**src/rtl/gpio_edge_pkg.sv**
```systemverilog
// Package: shared constants and the register group encoding of the GPIO
// controller. Assumes a 32-bit data bus.
package gpio_edge_pkg;
    localparam int WORD_W = 32;
    localparam int NUM_GROUPS = 8;

    // Register groups in address order
    typedef enum logic [2:0] {
        GRP_LEVEL = 3'd0,
        GRP_DIR   = 3'd1,
        GRP_SET   = 3'd2,
        GRP_CLR   = 3'd3,
        GRP_RISE  = 3'd4,
        GRP_FALL  = 3'd5,
        GRP_STAT  = 3'd6,
        GRP_ALT   = 3'd7
    } grp_e;
endpackage

```
**src/rtl/gpio_addr_decode.sv**
```systemverilog
// Module: turns a byte address into a register group and a word index
// within that group. Groups 0..6 span NWORDS words each and the alternate
// group spans 2*NWORDS words. Assumes word-aligned accesses; anything else
// misses.
module gpio_addr_decode
    import gpio_edge_pkg::*;
#(
    parameter int NWORDS = 2,
    parameter int AW     = 8,
    parameter int IW     = 2
) (
    input  logic [AW-1:0] addr,
    output grp_e          grp,
    output logic [IW-1:0] word,
    output logic          hit
);
    localparam int ALT_BASE = (NUM_GROUPS - 1) * NWORDS;
    localparam int MAP_END  = ALT_BASE + 2 * NWORDS;

    logic [AW-3:0] widx;
    assign widx = addr[AW-1:2];

    // Purpose: map a word index onto a group and a word within it
    always_comb begin
        hit  = 1'b0;
        grp  = GRP_LEVEL;
        word = '0;
        if (addr[1:0] == 2'b00) begin
            if (int'(widx) < ALT_BASE) begin
                hit  = 1'b1;
                grp  = grp_e'(3'(int'(widx) / NWORDS));
                word = IW'(int'(widx) % NWORDS);
            end else if (int'(widx) < MAP_END) begin
                hit  = 1'b1;
                grp  = GRP_ALT;
                word = IW'(int'(widx) - ALT_BASE);
            end
        end
    end
endmodule

```
**src/rtl/gpio_pin_sync.sv**
```systemverilog
// Module: two-flop synchroniser for every pad input, plus a third stage
// holding the previous synchronised sample for edge detection. Assumes the
// pad inputs are asynchronous to clk and that pulses last longer than two
// clocks.
module gpio_pin_sync #(
    parameter int N = 64
) (
    input  logic         clk,
    input  logic         rst_n,
    input  logic [N-1:0] pad_in,
    output logic [N-1:0] level,
    output logic [N-1:0] rise,
    output logic [N-1:0] fall
);
    logic [N-1:0] meta_q, sync_q, prev_q;

    // Purpose: sample the pads through two flops and keep the prior sample
    always_ff @(posedge clk) begin
        if (!rst_n) begin
            meta_q <= '0;
            sync_q <= '0;
            prev_q <= '0;
        end else begin
            meta_q <= pad_in;
            sync_q <= meta_q;
            prev_q <= sync_q;
        end
    end

    assign level = sync_q;
    assign rise  = sync_q & ~prev_q;
    assign fall  = ~sync_q & prev_q;
endmodule

```
**src/rtl/gpio_status_bank.sv**
```systemverilog
// Module: sticky per-pin edge status with write-1-to-clear. A detected edge
// takes priority over a clear in the same cycle. Assumes the clear mask is
// a single-cycle pulse.
module gpio_status_bank #(
    parameter int N = 64
) (
    input  logic         clk,
    input  logic         rst_n,
    input  logic [N-1:0] rise,
    input  logic [N-1:0] fall,
    input  logic [N-1:0] rise_en,
    input  logic [N-1:0] fall_en,
    input  logic [N-1:0] clr_mask,
    output logic [N-1:0] status,
    output logic         any
);
    logic [N-1:0] hit_edge;
    assign hit_edge = (rise & rise_en) | (fall & fall_en);

    // Purpose: hold status bits, clear on request, set on enabled edges
    always_ff @(posedge clk) begin
        if (!rst_n) begin
            status <= '0;
        end else begin
            status <= (status & ~clr_mask) | hit_edge;
        end
    end

    assign any = |status;
endmodule

```
**src/rtl/gpio_edge_ctrl.sv**
```systemverilog
// Module: top of the GPIO controller. Decodes the register bus, holds the
// direction, output, detect-enable and alternate-function registers, and
// drives the pad and interrupt outputs. Assumes NPINS is 64 or 96 and that
// AW covers 9*NPINS/8 bytes.
module gpio_edge_ctrl
    import gpio_edge_pkg::*;
#(
    parameter int NPINS = 64,
    parameter int AW    = 8
) (
    input  logic               clk,
    input  logic               rst_n,
    input  logic [AW-1:0]      bus_addr,
    input  logic               bus_wr,
    input  logic [WORD_W-1:0]  bus_wdata,
    input  logic               bus_rd,
    output logic [WORD_W-1:0]  bus_rdata,
    input  logic [NPINS-1:0]   pad_in,
    output logic [NPINS-1:0]   pad_out,
    output logic [NPINS-1:0]   pad_oe,
    output logic [2*NPINS-1:0] alt_sel,
    output logic               irq
);
    localparam int NW  = NPINS / WORD_W;
    localparam int NAW = 2 * NW;
    localparam int IW  = $clog2(NAW);

    grp_e          grp;
    logic [IW-1:0] word;
    logic          hit;
    logic          wr_hit;

    logic [NPINS-1:0]   dir_q, out_q, rise_en_q, fall_en_q;
    logic [2*NPINS-1:0] alt_q;
    logic [NPINS-1:0]   level, rise, fall, status, clr_mask;
    logic               any_pending;
    logic [WORD_W-1:0]  rd_word;

    gpio_addr_decode #(.NWORDS(NW), .AW(AW), .IW(IW)) dec_i (
        .addr (bus_addr),
        .grp  (grp),
        .word (word),
        .hit  (hit)
    );

    gpio_pin_sync #(.N(NPINS)) sync_i (
        .clk    (clk),
        .rst_n  (rst_n),
        .pad_in (pad_in),
        .level  (level),
        .rise   (rise),
        .fall   (fall)
    );

    gpio_status_bank #(.N(NPINS)) stat_i (
        .clk      (clk),
        .rst_n    (rst_n),
        .rise     (rise),
        .fall     (fall),
        .rise_en  (rise_en_q),
        .fall_en  (fall_en_q),
        .clr_mask (clr_mask),
        .status   (status),
        .any      (any_pending)
    );

    assign wr_hit = bus_wr && hit;

    // Purpose: build the write-1-to-clear mask for the status group
    always_comb begin
        clr_mask = '0;
        if (wr_hit && grp == GRP_STAT) begin
            for (int w = 0; w < NW; w++) begin
                if (word == IW'(w)) clr_mask[w*WORD_W +: WORD_W] = bus_wdata;
            end
        end
    end

    // Purpose: apply bus writes to the control registers
    always_ff @(posedge clk) begin
        if (!rst_n) begin
            dir_q     <= '0;
            out_q     <= '0;
            rise_en_q <= '0;
            fall_en_q <= '0;
            alt_q     <= '0;
        end else if (wr_hit) begin
            for (int w = 0; w < NW; w++) begin
                if (word == IW'(w)) begin
                    case (grp)
                        GRP_DIR:  dir_q[w*WORD_W +: WORD_W]     <= bus_wdata;
                        GRP_SET:  out_q[w*WORD_W +: WORD_W]     <= out_q[w*WORD_W +: WORD_W] | bus_wdata;
                        GRP_CLR:  out_q[w*WORD_W +: WORD_W]     <= out_q[w*WORD_W +: WORD_W] & ~bus_wdata;
                        GRP_RISE: rise_en_q[w*WORD_W +: WORD_W] <= bus_wdata;
                        GRP_FALL: fall_en_q[w*WORD_W +: WORD_W] <= bus_wdata;
                        default:  ;
                    endcase
                end
            end
            for (int w = 0; w < NAW; w++) begin
                if (grp == GRP_ALT && word == IW'(w)) alt_q[w*WORD_W +: WORD_W] <= bus_wdata;
            end
        end
    end

    // Purpose: select the word addressed by a read
    always_comb begin
        rd_word = '0;
        for (int w = 0; w < NW; w++) begin
            if (word == IW'(w)) begin
                case (grp)
                    GRP_LEVEL:        rd_word = level[w*WORD_W +: WORD_W];
                    GRP_DIR:          rd_word = dir_q[w*WORD_W +: WORD_W];
                    GRP_SET, GRP_CLR: rd_word = out_q[w*WORD_W +: WORD_W];
                    GRP_RISE:         rd_word = rise_en_q[w*WORD_W +: WORD_W];
                    GRP_FALL:         rd_word = fall_en_q[w*WORD_W +: WORD_W];
                    GRP_STAT:         rd_word = status[w*WORD_W +: WORD_W];
                    default:          ;
                endcase
            end
        end
        for (int w = 0; w < NAW; w++) begin
            if (grp == GRP_ALT && word == IW'(w)) rd_word = alt_q[w*WORD_W +: WORD_W];
        end
    end

    // Purpose: register read data; zero when idle or on a miss
    always_ff @(posedge clk) begin
        if (!rst_n) begin
            bus_rdata <= '0;
        end else begin
            bus_rdata <= (bus_rd && hit) ? rd_word : '0;
        end
    end

    // Purpose: gate each pin's output enable by its alternate field
    for (genvar p = 0; p < NPINS; p++) begin : g_oe
        assign pad_oe[p] = dir_q[p] && (alt_q[2*p +: 2] == 2'b00);
    end

    assign pad_out = out_q;
    assign alt_sel = alt_q;
    assign irq     = any_pending;
endmodule

```
**config.mk**
```make
export PLATFORM = sky130hd
export DESIGN_NAME = gpio_edge_ctrl
export DESIGN_NICKNAME = d
export VERILOG_FILES = /design/src/rtl/gpio_edge_pkg.sv /design/src/rtl/gpio_addr_decode.sv /design/src/rtl/gpio_pin_sync.sv /design/src/rtl/gpio_status_bank.sv /design/src/rtl/gpio_edge_ctrl.sv
export SDC_FILE = /design/constraint.sdc
export NUM_CORES = 1
export LEC_CHECK = 0
export ABC_AREA = 1
export BUFFER_PORTS_ARGS = -buffer_cell sky130_fd_sc_hd__clkbuf_2
export CAP_MARGIN = 10
export CORE_MARGIN = 1
export CORE_UTILIZATION = 45
export CTS_BUF_LIST = sky130_fd_sc_hd__clkbuf_8
export DETAILED_ROUTE_END_ITERATION = 8
export PLACE_DENSITY_LB_ADDON = 0.15
export SYNTH_ARGS = -nofsm -noshare
export SYNTH_HDL_FRONTEND = slang
export SYNTH_SLANG_ARGS = --single-unit
```
**constraint.sdc**
```tcl
create_clock -name clk -period 2 [get_ports clk]
set_input_delay 0.3 -clock clk [delete_from_list [all_inputs] [get_ports clk]]
set_output_delay 0.3 -clock clk [all_outputs]
set_load 0.005 [all_outputs]
```
# --- After elaboration in Yosys (flattened, before gate mapping) ---
# Cells that the tools add are included.
op_classes:
  n_addsub: 1
  n_eq_ne: 10
  reduce_logical: 154
  bitwise_logic: 15
  n_mux: 22
  magnitude_cmp: 2
ops:
  columns: ["operator", "n"]
  rows:
  - ["case mux 32 bit (6 select lines)", 2]
  - ["AND 64 bit", 5]
  - ["2-to-1 mux 32 bit", 8]
  - ["NOT 64 bit", 3]
  - ["zero test 2 bit", 66]
  - ["OR 64 bit", 2]
  - ["case mux 32 bit (2 select lines)", 2]
  - ["logical AND 1 bit", 71]
  - ["AND 32 bit", 2]
  - ["2-to-1 mux 64 bit", 1]
  - ["OR 32 bit", 2]
  - ["OR reduction 64 bit", 1]
  - ["NOT 32 bit", 1]
  - ["AND reduction 3 bit", 8]
  - ["== test 3 bit (second input constant)", 4]
  - ["AND reduction 2 bit", 5]
  - ["2-to-1 mux 3 bit", 3]
  - ["== test 3 x 2 -> 1 bit (second input constant)", 2]
  - ["less-than comparator 6 x 4 -> 1 bit (second input constant)", 1]
  - ["less-than comparator 6 x 5 -> 1 bit (second input constant)", 1]
  - ["2-to-1 mux 2 bit", 3]
  - ["== test 2 bit (second input constant)", 2]
  - ["== test 3 x 1 -> 1 bit (second input constant)", 1]
  - ["zero test 3 bit", 1]
  - ["5 further kinds", 7]
word_totals:
  output_inout_bits: 289
  reg_bits: 672
  elab_cells: 221
  input_bits: 108

# --- Longest topological paths before layout ---
depth:
  word_depth: 14
  depth_mapped: 16
  depth_no_buf: 15

# --- By module ---
# From an unflattened synthesis, not the netlist that was laid out.
hier_totals:
  hier_cells: 4266
  area_unflattened_um2: 29183.0
modules_own_cells:
  columns: ["module", "area_per_inst_um2", "cells_per_inst", "n_inst", "seq_area_each_um2"]
  rows:
  - ["gpio_edge_ctrl", 19691.4, 2940, 1, 8328.0]
  - ["gpio_pin_sync", 6431.2, 853, 1, 3843.7]
  - ["gpio_status_bank", 2950.3, 454, 1, 1281.2]
  - ["gpio_addr_decode", 110.1, 19, 1, 0.0]

# --- Worst setup path after synthesis ---
# No wires, ideal clock.
synth_path:
  path_type: "input port to flip-flop"
  start: "in bus_addr[6]"
  end: "reg bus_rdata[19]"
  arrival_ns: 1.733
  stages: 12
  required_time_ns: 1.868
  setup_time_ns: 0.132
  path_slack_ns: 0.135
  n_path_buf: 1
  path_cell_list: "nor2_4 > inv_2 > nand2_2 > nand2_2 > nor2_4 > inv_2 > nor2_4 > inv_2 > clkbuf_1 > or2_2 > nand2_1 > a21oi_1"
synth_via:
  elab_chain_len: 14
  word_cells_on_any_way: 38
  classes_between: "order compare (2); eq/ne (10); mux (17); reduce/logical (9)"
synth_rtl:
  columns: ["element", "line", "text"]
  rows:
  - ["from (decl)", "gpio_edge_ctrl.sv:13", "input logic [AW-1:0] bus_addr,"]
  - ["less-than comparator 6 x 5 -> 1 bit", "gpio_addr_decode.sv:33", "end else if (int'(widx) < MAP_END) begin"]
  - ["2-to-1 mux 3 bit", "gpio_addr_decode.sv:33", null]
  - ["2-to-1 mux 3 bit", "gpio_addr_decode.sv:29", "if (int'(widx) < ALT_BASE) begin"]
  - ["2-to-1 mux 3 bit", "gpio_addr_decode.sv:28", "if (addr[1:0] == 2'b00) begin"]
  - ["== test 3 x 2 -> 1 bit", "gpio_edge_ctrl.sv:111", "case (grp)"]
  - ["OR reduction 2 bit", "gpio_edge_ctrl.sv:111", null]
  - ["case mux 32 bit (6 select lines)", "gpio_edge_ctrl.sv:111", null]
  - ["2-to-1 mux 32 bit", "gpio_edge_ctrl.sv:110", "if (word == IW'(w)) begin"]
  - ["case mux 32 bit (6 select lines)", "gpio_edge_ctrl.sv:111", null]
  - ["2-to-1 mux 32 bit", "gpio_edge_ctrl.sv:110", null]
  - ["2-to-1 mux 32 bit (4 in a row)", "gpio_edge_ctrl.sv:123", "if (grp == GRP_ALT && word == IW'(w)) rd_word = alt_q[w*WORD_W +: WORD_W];"]
  - ["to (signal assigned)", "gpio_edge_ctrl.sv:132", "bus_rdata <= (bus_rd && hit) ? rd_word : '0;"]
  - ["to (decl)", "gpio_edge_ctrl.sv:17", "output logic [WORD_W-1:0] bus_rdata,"]
# Several ways; a longest one is shown, not always the timed one.
# A chain may end at the register's enable or synchronous reset.

# --- Worst setup path after layout ---
layout_path:
  start: "reg stat_i.status[7]"
  end: "out irq"
layout_via:
  elab_chain_len: 1
layout_rtl:
  columns: ["element", "line", "text"]
  rows:
  - ["from (decl)", "gpio_status_bank.sv:14", "output logic [N-1:0] status,"]
  - ["from (signal assigned)", "gpio_status_bank.sv:25", "status <= (status & ~clr_mask) | hit_edge;"]
  - ["OR reduction 64 bit", "gpio_status_bank.sv:29", "assign any = |status;"]
  - ["to (decl)", "gpio_edge_ctrl.sv:22", "output logic irq"]
# No other way between the ends.

==> impl_metrics.env <==
export IMPL_status="finished with violations"
export IMPL_violations="setup timing"
export IMPL_synth_edf_count=0
export IMPL_finalInstanceArea_sq_um=35900
export IMPL_fin_skew_ns=0.0383
export IMPL_drive_gt1_share_pct=20.1
export IMPL_grt_overflow_total=0
export IMPL_syn2layout_area_growth_pct=29.0
export IMPL_grt_pass1_wl_um=181000
export IMPL_placed_area_sq_um=32500
export IMPL_ir_worst_vdd_uv=542
export IMPL_drt_iter0_markers=3828
export IMPL_synth_most_common_cell="nand2_1"
export IMPL_clock_path_buffers=3
export IMPL_drc=0
export IMPL_synth_top_area_cell="dfxtp_1"
export IMPL_synth_seq_cells=672
export IMPL_viasPerCell=5.55
export IMPL_yosysWarnings=0
export IMPL_critPathKind="reg -> out"
export IMPL_fillCellCount=5644
export IMPL_worst_pin_slew_ns=0.917
export IMPL_dieArea_sq_um=62800
export IMPL_grtUsageTotal_pct=39.3
export IMPL_hold_path_class="in -> reg"
export IMPL_cts_root_buffer_cell="clkbuf_8"
export IMPL_nets=4562
export IMPL_cts_tree="built"
export IMPL_grt_pass1_vias=26300
export IMPL_syn_nets=3934
export IMPL_dp_hpwl_um=93400
export IMPL_postSynth_asyncResetShare_pct=0
export IMPL_synth_area_sq_um=27800
export IMPL_setup_violations=1
export IMPL_synth_top_area_share_pct=48.4
export IMPL_synth_area_top_cells="dfxtp_1 48%, nand2_1 11%, a21oi_1 7.0%"
export IMPL_synth_commonest_cells="829 x nand2_1, 672 x dfxtp_1, 452 x inv_1, 389 x a21oi_1, 373 x o21ai_0"
export IMPL_io_pins=397
export IMPL_slew_viol_final=0
export IMPL_syn_avg_cell_area_sq_um=7.27
export IMPL_ant_nets=0
export IMPL_fp_dieW_um=251
export IMPL_clk_insertion_delay_late_ns=0.73
export IMPL_period_minus_slack_ns=2.71
export IMPL_antenna_found_initial=6
export IMPL_maxSlewHeadroom_pct=38.8
export IMPL_portBuffers=396
export IMPL_yosysUniqueCellTypes=36
export IMPL_grt_start_max_net_pins=124
export IMPL_drt_wl_total_um=126000
export IMPL_clock_sinks=672
export IMPL_fmax_mhz=369
export IMPL_clkTransAtPathRegs_ns=0.07
export IMPL_post_cts_setup_buffers=0
export IMPL_seq_area_frac_synth_pct=48.4
export IMPL_pre_cts_ws_ns=-0.720
export IMPL_drt_wirelength_per_cell_um=23.7
export IMPL_hold_violations=0
export IMPL_rows=90
export IMPL_min_period_over_period_pct=136
export IMPL_first_pass_iters=7
export IMPL_total_leakage_power_nw=16.8
export IMPL_cp_arrival_ns=2.41
export IMPL_cap_violations=0
export IMPL_core_area_sq_um=60700
export IMPL_cp_data_required_time_ns=1.70
export IMPL_dr_total_vias=29500
export IMPL_syn_inst=3826
export IMPL_power_density_nw_per_um2=772
export IMPL_worstSetupStartpointType="flop"
export IMPL_crit_fanout=2
export IMPL_h_tree_depth=3
export IMPL_end_kind="primary output"
export IMPL_die_h_um=251
export IMPL_cts_made_buffers=109
export IMPL_fin_tns_setup_ns=-0.713
export IMPL_timing_final_ws_setup_ns=-0.713
export IMPL_gp_congestion=1.04
export IMPL_ys_flop_type="dfxtp_1"
export IMPL_rsz0062_at_grt="yes"
export IMPL_start_util_pct=45.8
final timing paths:
path | start | endpoint | slack, ns | cells past startpoint
setup reg to reg | dir_q[21]$_SDFFE_PN0P_ | bus_rdata[21]$_SDFF_PN0_ | 0.36 | 6
hold / removal | bus_wdata[11] | fall_en_q[43]$_SDFFE_PN0P_ | 0.05 | 4
setup / recovery | stat_i.status[7]$_SDFF_PN0_ | irq | -0.71 | 5
hold reg to reg | sync_i.meta_q[40]$_SDFF_PN0_ | sync_i.level[40]$_SDFF_PN0_ | 0.39 | 2
placed cells by master (no fill, tap or decap), types with 7 or more instances in the layout:
cell type	synthesis	routed
clkbuf_2	8	395
o31ai_1	32	32
nor3b_1	12	11
nor2_4	14	16
clkbuf_8	0	137
dlygate4sd3_1	0	102
a311oi_1	27	27
a211oi_1	36	36
nand3b_1	19	19
o21ai_0	373	370
nand2_1	829	829
or2_2	7	7
a211oi_2	28	28
nand3_1	158	158
inv_1	452	496
buf_12	0	60
buf_4	7	206
a21oi_1	389	389
a31oi_1	74	74
nor3_1	23	20
nor4_1	16	10
nor2_2	6	10
inv_2	13	13
nor2_1	367	361
nand4_1	9	9
dfxtp_1	672	670
layer usage:
layer | routed length [um] | up-vias | global-route usage (%)
met4 | 8040 | 10 | 23.8
li1 | - | 13700 | -
met3 | 15000 | 310 | 8.60
met1 | 51100 | 13600 | 53.8
met5 | 69 | - | 0
met2 | 51700 | 1930 | 56.2
power breakdown:
part / internal, mW / leakage, nW / switching, mW
sequential: 13.6 / 5.45 / 0.128
clock: 6.51 / 1.30 / 5.64
combinational: 0.610 / 10.0 / 1.21
state kept, by name, summed over array words and instances, names as in the netlist, named ones only:
name and cells:
alt_sel 128, dir_q 64, fall_en_q 64, rise_en_q 64, stat_i.status 64, sync_i.level 64
sync_i.meta_q 64, sync_i.prev_q 64, bus_rdata 32
critical path, stage by stage (launching register included):
cell	delay, ns
dfxtp_1	0.33
nor4_2	0.33
nand4_1	0.17
buf_6	0.17
or4_4	0.54
clkbuf_2	0.14
area by class of cell:
| cell class | instances | area (sq um) | share of cell area, % |
|---|---|---|---|
| inverter | 465 | 1750 | 4.88 |
| clock inverter | 57 | 320 | 0.893 |
| tap | 782 | 978 | 2.73 |
| timing repair buffer | 767 | 5800 | 16.2 |
| antenna | 3 | 7.51 | 0.0209 |
| multi-input combinational | 2439 | 11700 | 32.5 |
| clock buffer | 137 | 1890 | 5.26 |
| sequential | 672 | 13500 | 37.5 |
per-stage QoR:
step | hold slack (ns) | total power, mW | cells | utilization [%]
after floorplan | 0.390 | 14.7 | 3826 | -
after global placement | 0.392 | 15.6 | 5023 | 53.6
after detailed placement | 0.395 | 15.6 | 5023 | 53.6
after CTS | 0.00590 | 27.7 | 5319 | 59.0
after global routing | 0.0375 | 28.4 | 5321 | 59.1
final | 0.0519 | 27.7 | 5322 | 59.1
what timing repair did:
| action | 4_1_cts | 5_1_grt |
|---|---|---|
| pin swaps | 3 | 2 |
| cloned | 0 | 0 |
| hold buffers | 102 | 0 |
| endpoints found under the setup margin | 7 | 9 |
| hold endpoints to repair | 119 | 0 |
| resized for setup | 13 | 15 |
cell families after synthesis:
group,count (synthesis),synth area share [%]
buf+inv,715,10.0
flops,672,48.4
compound gates,971,19.6
simple gates,1468,22.0
Power figures use the tool's default switching activity.
